--- src/rtl/msadc_pkg.sv ---
package msadc_pkg;
  typedef enum logic [3:0] {
    S_IDLE, S_RST, S_RUN, S_RGAP, S_UP, S_G1, S_DOWN, S_EXT, S_G2, S_FINE, S_CALC
  } phase_t;

  typedef enum logic [1:0] {
    M_POS, M_NEG, M_BAL
  } pmode_t;
endpackage

--- src/rtl/msadc_runup_pat.sv ---
module msadc_runup_pat
  import msadc_pkg::*;
#(
  parameter int PER_CYC   = 8,
  parameter int SHORT_CYC = 1,
  localparam int SW = $clog2(PER_CYC)
) (
  input  pmode_t        mode,
  input  logic [SW-1:0] slot,
  output logic          pat_pos,
  output logic          pat_neg
);
  localparam int LONG_CYC = PER_CYC - 2 - SHORT_CYC;
  localparam int MID_CYC  = (PER_CYC - 2) / 2;

  logic [SW:0] wp, wn, s_ext;

  always_comb begin
    case (mode)
      M_POS:   begin wp = (SW+1)'(LONG_CYC);  wn = (SW+1)'(SHORT_CYC); end
      M_NEG:   begin wp = (SW+1)'(SHORT_CYC); wn = (SW+1)'(LONG_CYC);  end
      default: begin wp = (SW+1)'(MID_CYC);   wn = (SW+1)'(MID_CYC);   end
    endcase
    s_ext   = {1'b0, slot};
    pat_pos = s_ext < wp;
    pat_neg = (s_ext > wp) && (s_ext <= wp + wn);
  end
endmodule

--- src/rtl/msadc_zero_sched.sv ---
module msadc_zero_sched #(
  parameter int SIG_PER_ZERO = 2
) (
  input  logic clk,
  input  logic rst_n,
  input  logic adv,
  output logic is_zero
);
  localparam int ZW = (SIG_PER_ZERO < 1) ? 1 : $clog2(SIG_PER_ZERO + 1);

  logic [ZW-1:0] pos_q;

  always_ff @(posedge clk) begin
    if (!rst_n) pos_q <= '0;
    else if (adv) pos_q <= (pos_q == ZW'(SIG_PER_ZERO)) ? '0 : pos_q + ZW'(1);
  end

  assign is_zero = (pos_q == '0);
endmodule

--- src/rtl/msadc_combine.sv ---
module msadc_combine #(
  parameter int PW        = 5,
  parameter int CW        = 12,
  parameter int RW        = 24,
  parameter int K_COARSE  = 64,
  parameter int K_RD      = 16
) (
  input  logic                 clk,
  input  logic                 rst_n,
  input  logic                 calc,
  input  logic                 is_zero,
  input  logic [PW-1:0]        n_pos,
  input  logic [PW-1:0]        n_neg,
  input  logic [CW-1:0]        c_pos,
  input  logic [CW-1:0]        c_neg,
  input  logic [CW-1:0]        c_fine,
  output logic signed [RW-1:0] result,
  output logic                 res_zero,
  output logic                 done
);
  localparam logic signed [RW-1:0] KC = RW'(K_COARSE);
  localparam logic signed [RW-1:0] KR = RW'(K_RD);

  logic signed [RW-1:0] d_per, d_rd, raw, zero_q;

  always_comb begin
    d_per = $signed(RW'(n_pos)) - $signed(RW'(n_neg));
    d_rd  = $signed(RW'(c_pos)) - $signed(RW'(c_neg));
    raw   = d_per * KC + d_rd * KR - $signed(RW'(c_fine));
  end

  always_ff @(posedge clk) begin
    if (!rst_n) begin
      result   <= '0;
      res_zero <= 1'b0;
      done     <= 1'b0;
      zero_q   <= '0;
    end else begin
      done <= calc;
      if (calc) begin
        res_zero <= is_zero;
        if (is_zero) begin
          result <= raw;
          zero_q <= raw;
        end else begin
          result <= raw - zero_q;
        end
      end
    end
  end
endmodule

--- src/rtl/msadc_seq.sv ---
module msadc_seq
  import msadc_pkg::*;
#(
  parameter int N_PER        = 16,
  parameter int PER_CYC      = 8,
  parameter int SHORT_CYC    = 1,
  parameter int RST_CYC      = 4,
  parameter int SIG_PER_ZERO = 2,
  parameter int K_COARSE     = 64,
  parameter int K_RD         = 16,
  parameter int EW           = 4,
  parameter int CW           = 12,
  parameter int RW           = 24
) (
  input  logic                 clk,
  input  logic                 rst_n,
  input  logic                 start,
  input  logic                 cmp,
  input  logic [EW-1:0]        rd_ext,
  output logic                 sw_in,
  output logic                 sw_pos,
  output logic                 sw_neg,
  output logic                 int_rst,
  output logic                 sel_zero,
  output logic                 busy,
  output logic                 done,
  output logic                 res_zero,
  output logic signed [RW-1:0] result
);
  localparam int SW = $clog2(PER_CYC);
  localparam int IW = (N_PER < 2) ? 1 : $clog2(N_PER);
  localparam int PW = $clog2(N_PER + 1);
  localparam int RB = $clog2(RST_CYC + 1);
  localparam int TW = (EW > RB) ? EW : RB;

  phase_t        st;
  pmode_t        mode, mode_nx;
  logic [TW-1:0] tcnt;
  logic [SW-1:0] scnt;
  logic [IW-1:0] pidx;
  logic          prev_cmp;
  logic [PW-1:0] n_pos, n_neg;
  logic [CW-1:0] c_pos, c_neg, c_fine;
  logic          pat_pos, pat_neg, is_zero, calc, take_dec;
  logic          rst_last, per_wrap, last_per, go;

  function automatic pmode_t pick(input logic c, input logic p, input logic first);
    if (first || (c == p)) return c ? M_POS : M_NEG;
    return M_BAL;
  endfunction

  assign go       = (st == S_IDLE) && start;
  assign rst_last = (tcnt == TW'(RST_CYC - 1));
  assign per_wrap = (scnt == SW'(PER_CYC - 1));
  assign last_per = (pidx == IW'(N_PER - 1));
  assign mode_nx  = pick(cmp, prev_cmp, st == S_RST);
  assign take_dec = ((st == S_RST) && rst_last) ||
                    ((st == S_RUN) && per_wrap && !last_per);
  assign calc     = (st == S_CALC);

  // phase sequencing
  always_ff @(posedge clk) begin
    if (!rst_n) begin
      st   <= S_IDLE;
      tcnt <= '0;
      scnt <= '0;
      pidx <= '0;
    end else begin
      case (st)
        S_IDLE: if (start) begin st <= S_RST; tcnt <= '0; end
        S_RST: begin
          if (rst_last) begin st <= S_RUN; scnt <= '0; pidx <= '0; end
          else tcnt <= tcnt + TW'(1);
        end
        S_RUN: begin
          if (per_wrap) begin
            scnt <= '0;
            if (last_per) st <= S_RGAP;
            else pidx <= pidx + IW'(1);
          end else scnt <= scnt + SW'(1);
        end
        S_RGAP: st <= S_UP;
        S_UP:   if (cmp) st <= S_G1;
        S_G1:   st <= S_DOWN;
        S_DOWN: begin
          if (!cmp) begin
            tcnt <= '0;
            st   <= (rd_ext == '0) ? S_G2 : S_EXT;
          end
        end
        S_EXT: begin
          if ((tcnt + TW'(1)) == TW'(rd_ext)) st <= S_G2;
          else tcnt <= tcnt + TW'(1);
        end
        S_G2:   st <= S_FINE;
        S_FINE: if (cmp) st <= S_CALC;
        default: st <= S_IDLE;
      endcase
    end
  end

  // run-up feedback decision and period tally
  always_ff @(posedge clk) begin
    if (!rst_n) begin
      mode     <= M_BAL;
      prev_cmp <= 1'b0;
      n_pos    <= '0;
      n_neg    <= '0;
    end else if (go) begin
      n_pos <= '0;
      n_neg <= '0;
    end else if (take_dec) begin
      mode     <= mode_nx;
      prev_cmp <= cmp;
      if (mode_nx == M_POS) n_pos <= n_pos + PW'(1);
      else if (mode_nx == M_NEG) n_neg <= n_neg + PW'(1);
    end
  end

  // rundown clock tally
  always_ff @(posedge clk) begin
    if (!rst_n || go) begin
      c_pos  <= '0;
      c_neg  <= '0;
      c_fine <= '0;
    end else begin
      case (st)
        S_UP:          c_neg  <= c_neg + CW'(1);
        S_DOWN, S_EXT: c_pos  <= c_pos + CW'(1);
        S_FINE:        c_fine <= c_fine + CW'(1);
        default: ;
      endcase
    end
  end

  msadc_runup_pat #(.PER_CYC(PER_CYC), .SHORT_CYC(SHORT_CYC)) u_pat (
    .mode   (mode),
    .slot   (scnt),
    .pat_pos(pat_pos),
    .pat_neg(pat_neg)
  );

  msadc_zero_sched #(.SIG_PER_ZERO(SIG_PER_ZERO)) u_sched (
    .clk    (clk),
    .rst_n  (rst_n),
    .adv    (calc),
    .is_zero(is_zero)
  );

  msadc_combine #(
    .PW(PW), .CW(CW), .RW(RW), .K_COARSE(K_COARSE), .K_RD(K_RD)
  ) u_comb (
    .clk     (clk),
    .rst_n   (rst_n),
    .calc    (calc),
    .is_zero (is_zero),
    .n_pos   (n_pos),
    .n_neg   (n_neg),
    .c_pos   (c_pos),
    .c_neg   (c_neg),
    .c_fine  (c_fine),
    .result  (result),
    .res_zero(res_zero),
    .done    (done)
  );

  // switch decode: unused paths sit on ground
  assign int_rst  = (st == S_RST);
  assign sw_in    = (st == S_RUN);
  assign sw_pos   = ((st == S_RUN) && pat_pos) || (st == S_DOWN) ||
                    (st == S_EXT) || (st == S_FINE);
  assign sw_neg   = ((st == S_RUN) && pat_neg) || (st == S_UP) || (st == S_FINE);
  assign busy     = (st != S_IDLE);
  assign sel_zero = busy && is_zero;
endmodule

--- config.mk ---
export PLATFORM = sky130hd
export DESIGN_NAME = msadc_seq
export DESIGN_NICKNAME = d
export VERILOG_FILES = /design/src/rtl/msadc_pkg.sv /design/src/rtl/msadc_runup_pat.sv /design/src/rtl/msadc_zero_sched.sv /design/src/rtl/msadc_combine.sv /design/src/rtl/msadc_seq.sv
export SDC_FILE = /design/constraint.sdc
export NUM_CORES = 1
export LEC_CHECK = 0
export CELL_PAD_IN_SITES_DETAIL_PLACEMENT = 2
export CELL_PAD_IN_SITES_GLOBAL_PLACEMENT = 2
export CORE_ASPECT_RATIO = 0.8
export CORE_MARGIN = 2
export CORE_UTILIZATION = 37
export CTS_BUF_LIST = sky130_fd_sc_hd__clkbuf_16
export DETAILED_ROUTE_END_ITERATION = 16
export HOLD_SLACK_MARGIN = 0.02
export PLACE_DENSITY = 0.82
export RECOVER_POWER = 25
export SYNTH_ARGS = -nofsm -noshare
export SYNTH_HDL_FRONTEND = slang
export SYNTH_SLANG_ARGS = --single-unit
--- constraint.sdc ---
create_clock -name clk -period 6.94 [get_ports clk]
set_input_delay 2.082 -clock clk [delete_from_list [all_inputs] [get_ports clk]]
set_output_delay 2.082 -clock clk [all_outputs]
set_load 0.1 [all_outputs]
Yosys cells after proc, flatten, opt, wreduce, memory -nomap -nowiden:

Index checks and enable logic that the tools add are counted.

* register bits after elaboration: 116
* word-level logic and storage cells: 132

* add/subtract/negate cells: 15
* $lt $le $gt $ge: 3
* equality and inequality tests: 29
* multiplexer cells: 30
* bitwise logic cells: 3
* reductions and logical operators: 36

Operators with widths (number)
* 4-bit two-way mux: 16
* 4-bit one-hot mux with 10 select lines: 1
* 12-bit by 1-bit adder with 12-bit output, second input constant: 3
* 24-bit adder: 1
* 24-bit two-way mux: 1
* 24-bit by 13-bit subtractor with 24-bit output: 1
* 24-bit subtractor: 1
* 3-bit one-hot mux with 2 select lines: 3
* 4-bit by 3-bit == test with 1-bit output, second input constant: 4
* 4-bit == test, second input constant: 4
* 2-bit != test, second input constant: 8
* 4-bit one-hot mux with 4 select lines: 1
* 12-bit by 12-bit subtractor with 13-bit output: 1
* 4-bit by 2-bit == test with 1-bit output, second input constant: 3
* 5-bit by 1-bit adder with 5-bit output, second input constant: 2
* 4-bit by 1-bit adder with 4-bit output, second input constant: 2
* 1-bit logical AND: 8
* 4-bit logical NOT: 2
* 1-bit logical OR: 8
* 4-bit one-hot mux with 2 select lines: 1
* 2-bit AND reduction: 4
* 8-bit AND reduction: 1
* 4-bit nonzero test: 2
* 2-bit logical NOT: 3
* 24 further kinds: 35

Logic depth before layout (Yosys ltp):

* depth in word-level cells: 8
* depth in mapped cells: 29

Cells and area by module:

Synthesis repeated with hierarchy kept, for this count alone.

* cells, all modules: 957
* area total of the unflattened synthesis: 7659.8 um^2

By module, submodules not included
* msadc_combine: instances 1, cells an instance 568, area an instance 4220.3 um^2
* msadc_seq: instances 1, cells an instance 368, area an instance 3253.1 um^2
* msadc_runup_pat: instances 1, cells an instance 13, area an instance 105.1 um^2
* msadc_zero_sched: instances 1, cells an instance 8, area an instance 81.3 um^2

Worst setup path after synthesis:

Ideal clock, no wire load.

* path kind: register -> output
* start: register mode[0]
* end: output sw_neg
* arrival time: 4.144 ns
* required time: 4.858 ns
* path slack: 0.714 ns
* stages on the path, launching flop included: 5
* buffers on the path: 0
* cell sequence: dfxtp_1 -> or2_2 -> ha_1 -> and3_1 -> o41ai_1

* word-level cells in the longest chain between the ends: 8
* elaborated cells between the ends (all ways): 11
* those cells by class: add/sub (1); order compare (2); eq/ne (1); mux (2); reduce/logical (5)

RTL lines
* start, declared: RTL line msadc_seq.sv:37 `pmode_t mode, mode_nx;`
* start signal, assigned: RTL line msadc_seq.sv:113 `mode <= mode_nx;`
* 2-bit by 1-bit == test with 1-bit output or 2-bit logical NOT (tied branches): RTL line msadc_runup_pat.sv:19 `case (mode)`
* 3-bit one-hot mux with 2 select lines: RTL line msadc_runup_pat.sv:19
* 3-bit by 3-bit adder with 4-bit output: RTL line msadc_runup_pat.sv:26 `pat_neg = (s_ext > wp) && (s_ext <= wp + wn);`
* 3-bit by 4-bit <= comparator with 1-bit output: RTL line msadc_runup_pat.sv:26
* 1-bit logical AND (*): RTL line msadc_runup_pat.sv:26
* 1-bit logical AND (*): RTL line msadc_seq.sv:172 `assign sw_neg = ((st == S_RUN) && pat_neg) || (st == S_UP) || (st == S_FINE);`
* 1-bit logical OR (*) (2 in series): RTL line msadc_seq.sv:172
* end, declared: RTL line msadc_seq.sv:22 `output logic sw_neg,`

Every way passes the cells marked *; elsewhere a longest branch is shown, timed or not.

Worst setup path after layout:

* start: register c_neg[0]
* end: register u_comb.result[22]

* word-level cells in the longest chain between the ends: 5

RTL lines
* start, declared: RTL line msadc_seq.sv:43 `logic [CW-1:0] c_pos, c_neg, c_fine;`
* start signal, assigned: RTL line msadc_seq.sv:128 `S_UP: c_neg <= c_neg + CW'(1);`
* 12-bit by 12-bit subtractor with 13-bit output: RTL line msadc_combine.sv:28 `d_rd = $signed(RW'(c_pos)) - $signed(RW'(c_neg));`
* 24-bit adder: RTL line msadc_combine.sv:29 `raw = d_per * KC + d_rd * KR - $signed(RW'(c_fine));`
* 24-bit by 13-bit subtractor with 24-bit output: RTL line msadc_combine.sv:29
* via u_comb.raw[19]: RTL line msadc_combine.sv:24 `logic signed [RW-1:0] d_per, d_rd, raw, zero_q;`
* 24-bit subtractor: RTL line msadc_combine.sv:46 `result <= raw - zero_q;`
* 24-bit two-way mux: RTL line msadc_combine.sv:42 `if (is_zero) begin`
* end signal, assigned: RTL line msadc_combine.sv:43 `result <= raw;`
* end signal, assigned: RTL line msadc_combine.sv:46
* end, declared: RTL line msadc_combine.sv:17 `output logic signed [RW-1:0] result,`

The timed path passes the listed nets, and every way through them passes these cells.
A chain may end at the register's enable or synchronous reset.

==> impl_metrics.toml <==
[status]
run_status = "finished, violations left"
failed_checks = "capacitance limit, slew limit"

[synth]
yosys_warnings = 0
synth_area_leaders = "sky130_fd_sc_hd__dfxtp_1 (29%), sky130_fd_sc_hd__ha_1 (12%), sky130_fd_sc_hd__xnor2_1 (6.7%), sky130_fd_sc_hd__nor2_1 (6.0%), sky130_fd_sc_hd__a21oi_1 (5.5%)"
synth_edf_count = 0
yosysSeqAreaShare_pct = 29.4
synth.cell_area_um2 = 7840
ys_ff_latch = 115
syn-mean-instance-area_um2 = 7.89
post_synth_num_cell_types = 72
synth_fp_nets = 1087
dominantRegCellSynth = "sky130_fd_sc_hd__dfxtp_1"
synth_top_area_share_pct = 29.4
synth_async_sr_flop_share_pct = 0
yosys.area.top_type = "sky130_fd_sc_hd__dfxtp_1"
syn_inst = 994

[pwr]
power_switching_share_pct = 46.3
static-leakage-power_nw = 3.60
share_seq_of_total_power_pct = 16.9
post-layout-total-power_mw = 4.15
switching_component_of_the_power_mw = 1.92
power.density_cell_area_nw_per_um2 = 459
intPower_mw = 2.23
combinationalPowerShare_pct = 61.9
ir_worst_vdd_mv = 0.293
power_frac_clock_pct = 21.1

[floorplanning]
floorplan.die.width_um = 167
design.die.area_um2 = 22400
io-pin-count = 40
coreArea_um2 = 20800
floorplan.rows = 47
start_util_pct = 37.8
die_height_um = 134

[critical_path]
crit_path_max_fanout = 5
timing.critical_path.max_delay_family = "compound AO/OA/AOI/OAI gates"
end_kind = "register"
cell_by_cell_listing_of_the_critical_path = "ha_1, inv_1, fa_1, a21o_1, a21oi_1, o21bai_1, a21oi_1, xor2_1, fa_1, inv_1, ha_1, a2111oi_0, a221oi_1, o21ai_1, a31o_2, ha_1, a21oi_1, o21bai_1, a21oi_1, mux2_2, o21ai_0, nor2_1, a221oi_1"
cpPeakStageDelay_ns = 0.63
worst_r2r_startpoint = "c_neg[0]"
crit_required_ns = 7.25
critical-path-top-cell-by-count = "sky130_fd_sc_hd__a21oi_1"
cp_data_arrival_time_ns = 6.52
timing.critical_path.from = "c_neg[0]"
worst-setup-path-type = "register to register"
timing.critical_path.slowest_stage_cell = "sky130_fd_sc_hd__a2111oi_0"
cp-start-kind = "register"
cp.buffers_inverters = 2

[sta]
final.period_utilization_pct = 89.5
whs_ns = 0.458
finalHoldViolCount = 0
clock.fmax_mhz = 161
grt_setup_unrepaired = "false"
worst_pin_slew_ns = 2.27
final_max_slew_viol_count = 44
finalWorstPathRequiredPeriod_ns = 6.21
skew_ns = 0.0152
fin_setup_tns_ns = 0
setup_violations = 0
slew_headroom_pct = -51.5

[route]
routedWlPerCell_um = 18.4
vias_post_dr = 7172
initialDrtViolationCount = 274
first_pass_iters = 4
remaining_drc_errors = 0
postRouteWirelength_mm = 24.0
ant_nets = 0
detail_route.vias_per_cell = 5.48

[global_routing]
maximum_number_of_pins_on_one_net_before_global_route_repair = 44
busiest_layer = "met2"
grt_pass1_vias = 7880
grt_usage_pct = 22.5
use_met1_pct = 28.2
globalRouteOverflowTotal = 0
met3_track_demand_over_resource_in_global_routing_pct = 4.10
grtUsageMet2_pct = 39.9
grt_pass1_wl_mm = 40.5
grt_antenna_before_repair = 0

[layout]
syn2layout_area_growth_pct = 15.3
final_layout_size_suffix_gt1_share_pct = 5.20
post_layout_nonfiller_instances = 1309
num-nets-final = 1119

[clock_network]
cts_hold_buf = 0
clk_root_buffer_cell = "sky130_fd_sc_hd__clkbuf_16"
clock_tree.buffer_depth = 2
cts_sinks = 115
cts_max_level = 4
clkSlewWorstSetupHoldPaths_ns = 0.06
cts_setup_buffers = 0
cts_inserted_buffers = 17
postCtsResizedCells = 0
clock_tree_from_tritoncts = "yes"
insertion_delay_ns = 0.43

[placement]
dp.final_hpwl_mm = 17.1
place_congestion = 0.805
dpl.cell_count = 1276
numPortBuffers = 39

[hold_path]
holdCritPathClass = "register to register"
worst_hold_path_startpoint = "u_comb.result[0]"

[flow_run]
cap_viol_max_count = 1
-- cells in the final DEF, fill, tap and decap left out, types with 7 or more instances in the layout --
cell,Yosys,routed
sky130_fd_sc_hd__a21oi_1,86,86
sky130_fd_sc_hd__inv_1,87,87
sky130_fd_sc_hd__a211oi_1,11,11
sky130_fd_sc_hd__a21o_1,24,24
sky130_fd_sc_hd__clkdlybuf4s50_1,0,38
sky130_fd_sc_hd__and2_1,7,7
sky130_fd_sc_hd__nand3_1,20,20
sky130_fd_sc_hd__fa_1,9,9
sky130_fd_sc_hd__xnor2_1,60,60
sky130_fd_sc_hd__o21bai_1,8,8
sky130_fd_sc_hd__nand4_1,15,15
sky130_fd_sc_hd__nand2_1,98,98
sky130_fd_sc_hd__clkbuf_16,0,17
sky130_fd_sc_hd__ha_1,76,76
sky130_fd_sc_hd__o211ai_1,7,7
sky130_fd_sc_hd__a31oi_1,10,10
sky130_fd_sc_hd__nand2b_1,8,8
sky130_fd_sc_hd__nor2_1,125,125
sky130_fd_sc_hd__mux2i_1,7,7
sky130_fd_sc_hd__or3_1,8,8
sky130_fd_sc_hd__nor3_1,18,18
sky130_fd_sc_hd__xor2_1,28,28
sky130_fd_sc_hd__o21ai_0,40,40
sky130_fd_sc_hd__dfxtp_1,115,115
-- through the flow --
step / utilization, % / setup WS, ns / instance area (um^2)
5_1_grt: 43.5 / 0.135 / 9040
3_3_place_gp: 40.8 / 1.04 / 8480
3_5_place_dp: 40.8 / 0.808 / 8480
2_1_floorplan: - / 0.714 / 7840
4_1_cts: 43.6 / 0.724 / 9050
6_report: 43.5 / 0.730 / 9040
-- synthesized netlist by cell type (all sizes together) (9+ instances only) --
| cell type | n |
|---|---|
| nand3 | 20 |
| a211oi | 11 |
| nor3 | 19 |
| ha | 76 |
| fa | 9 |
| a21o | 24 |
| inv | 88 |
| buf | 10 |
| nand2 | 99 |
| dfxtp | 115 |
| o21ai | 46 |
| clkbuf | 23 |
| nand4 | 15 |
| xnor2 | 60 |
| a21oi | 86 |
| nor2 | 128 |
| xor2 | 28 |
| a31oi | 10 |
-- logic make-up after synthesis --
kind of cell,synth area share (%)
XOR/XNOR,10.1
other,0.0478
AO/OA/AOI/OAI,18.9
multiplexers,1.04
flip-flops,29.4
buffers and inverters,6.05
adder cells (fa/ha/maj),14.4
AND/OR/NAND/NOR,20.1
-- path summary, 6_finish.rpt --
check	end	slack, ns	cells past startpoint
setup / recovery	u_comb.result[22]	0.73	23
hold / removal	u_comb.result[0]	0.46	2
setup reg to reg	u_comb.result[22]	0.73	23
hold reg to reg	u_comb.result[0]	0.46	2
-- state kept, by name (all words and copies together), names as in the netlist --
name	count
c_fine	12
c_neg	12
c_pos	12
mode	2
n_neg	5
n_pos	5
pidx	4
prev_cmp	1
scnt	3
st	4
tcnt	4
u_comb.done	1
u_comb.res_zero	1
u_comb.result	24
u_comb.zero_q	24
u_sched.pos_q	1
-- worst reg2reg max path, cell delays in order (launching register included) --
cell,delay (ns)
sky130_fd_sc_hd__dfxtp_1,0.42
sky130_fd_sc_hd__ha_1,0.22
sky130_fd_sc_hd__inv_1,0.06
sky130_fd_sc_hd__fa_1,0.40
sky130_fd_sc_hd__a21o_1,0.18
sky130_fd_sc_hd__a21oi_1,0.27
sky130_fd_sc_hd__o21bai_1,0.11
sky130_fd_sc_hd__a21oi_1,0.22
sky130_fd_sc_hd__xor2_1,0.12
sky130_fd_sc_hd__fa_1,0.52
sky130_fd_sc_hd__inv_1,0.04
sky130_fd_sc_hd__ha_1,0.32
sky130_fd_sc_hd__a2111oi_0,0.63
sky130_fd_sc_hd__a221oi_1,0.21
sky130_fd_sc_hd__o21ai_1,0.30
sky130_fd_sc_hd__a31o_2,0.27
sky130_fd_sc_hd__ha_1,0.31
sky130_fd_sc_hd__a21oi_1,0.38
sky130_fd_sc_hd__o21bai_1,0.10
sky130_fd_sc_hd__a21oi_1,0.21
sky130_fd_sc_hd__mux2_2,0.36
sky130_fd_sc_hd__o21ai_0,0.14
sky130_fd_sc_hd__nor2_1,0.06
sky130_fd_sc_hd__a221oi_1,0.23
-- power groups by stage --
stage	registers, mW	clock network (mW)	logic, mW
after global routing	0.705	0.920	2.85
after global placement	0.714	0	2.43
after detailed placement	0.716	0	2.54
after CTS	0.701	0.898	2.58
after floorplan	0.697	0	1.99
final	0.702	0.876	2.57
-- layer usage --
| layer | vias up | share of wire [%] |
|---|---|---|
| met5 | - | 0 |
| met4 | 0 | 1.6 |
| met1 | 3587 | 47 |
| li1 | 3488 | - |
| met2 | 71 | 49 |
| met3 | 26 | 2.4 |
-- area by class of cell --
class | count | area, um^2
antenna | 1 | 2.50
sequential | 115 | 2300
fill | 2350 | 11700
clock inverter | 15 | 141
inverter | 89 | 334
timing repair buffer | 46 | 439
multi-input combinational | 757 | 5060
clock buffer | 17 | 425
tap | 269 | 337
No activity file was read; power rests on OpenSTA's default activity.
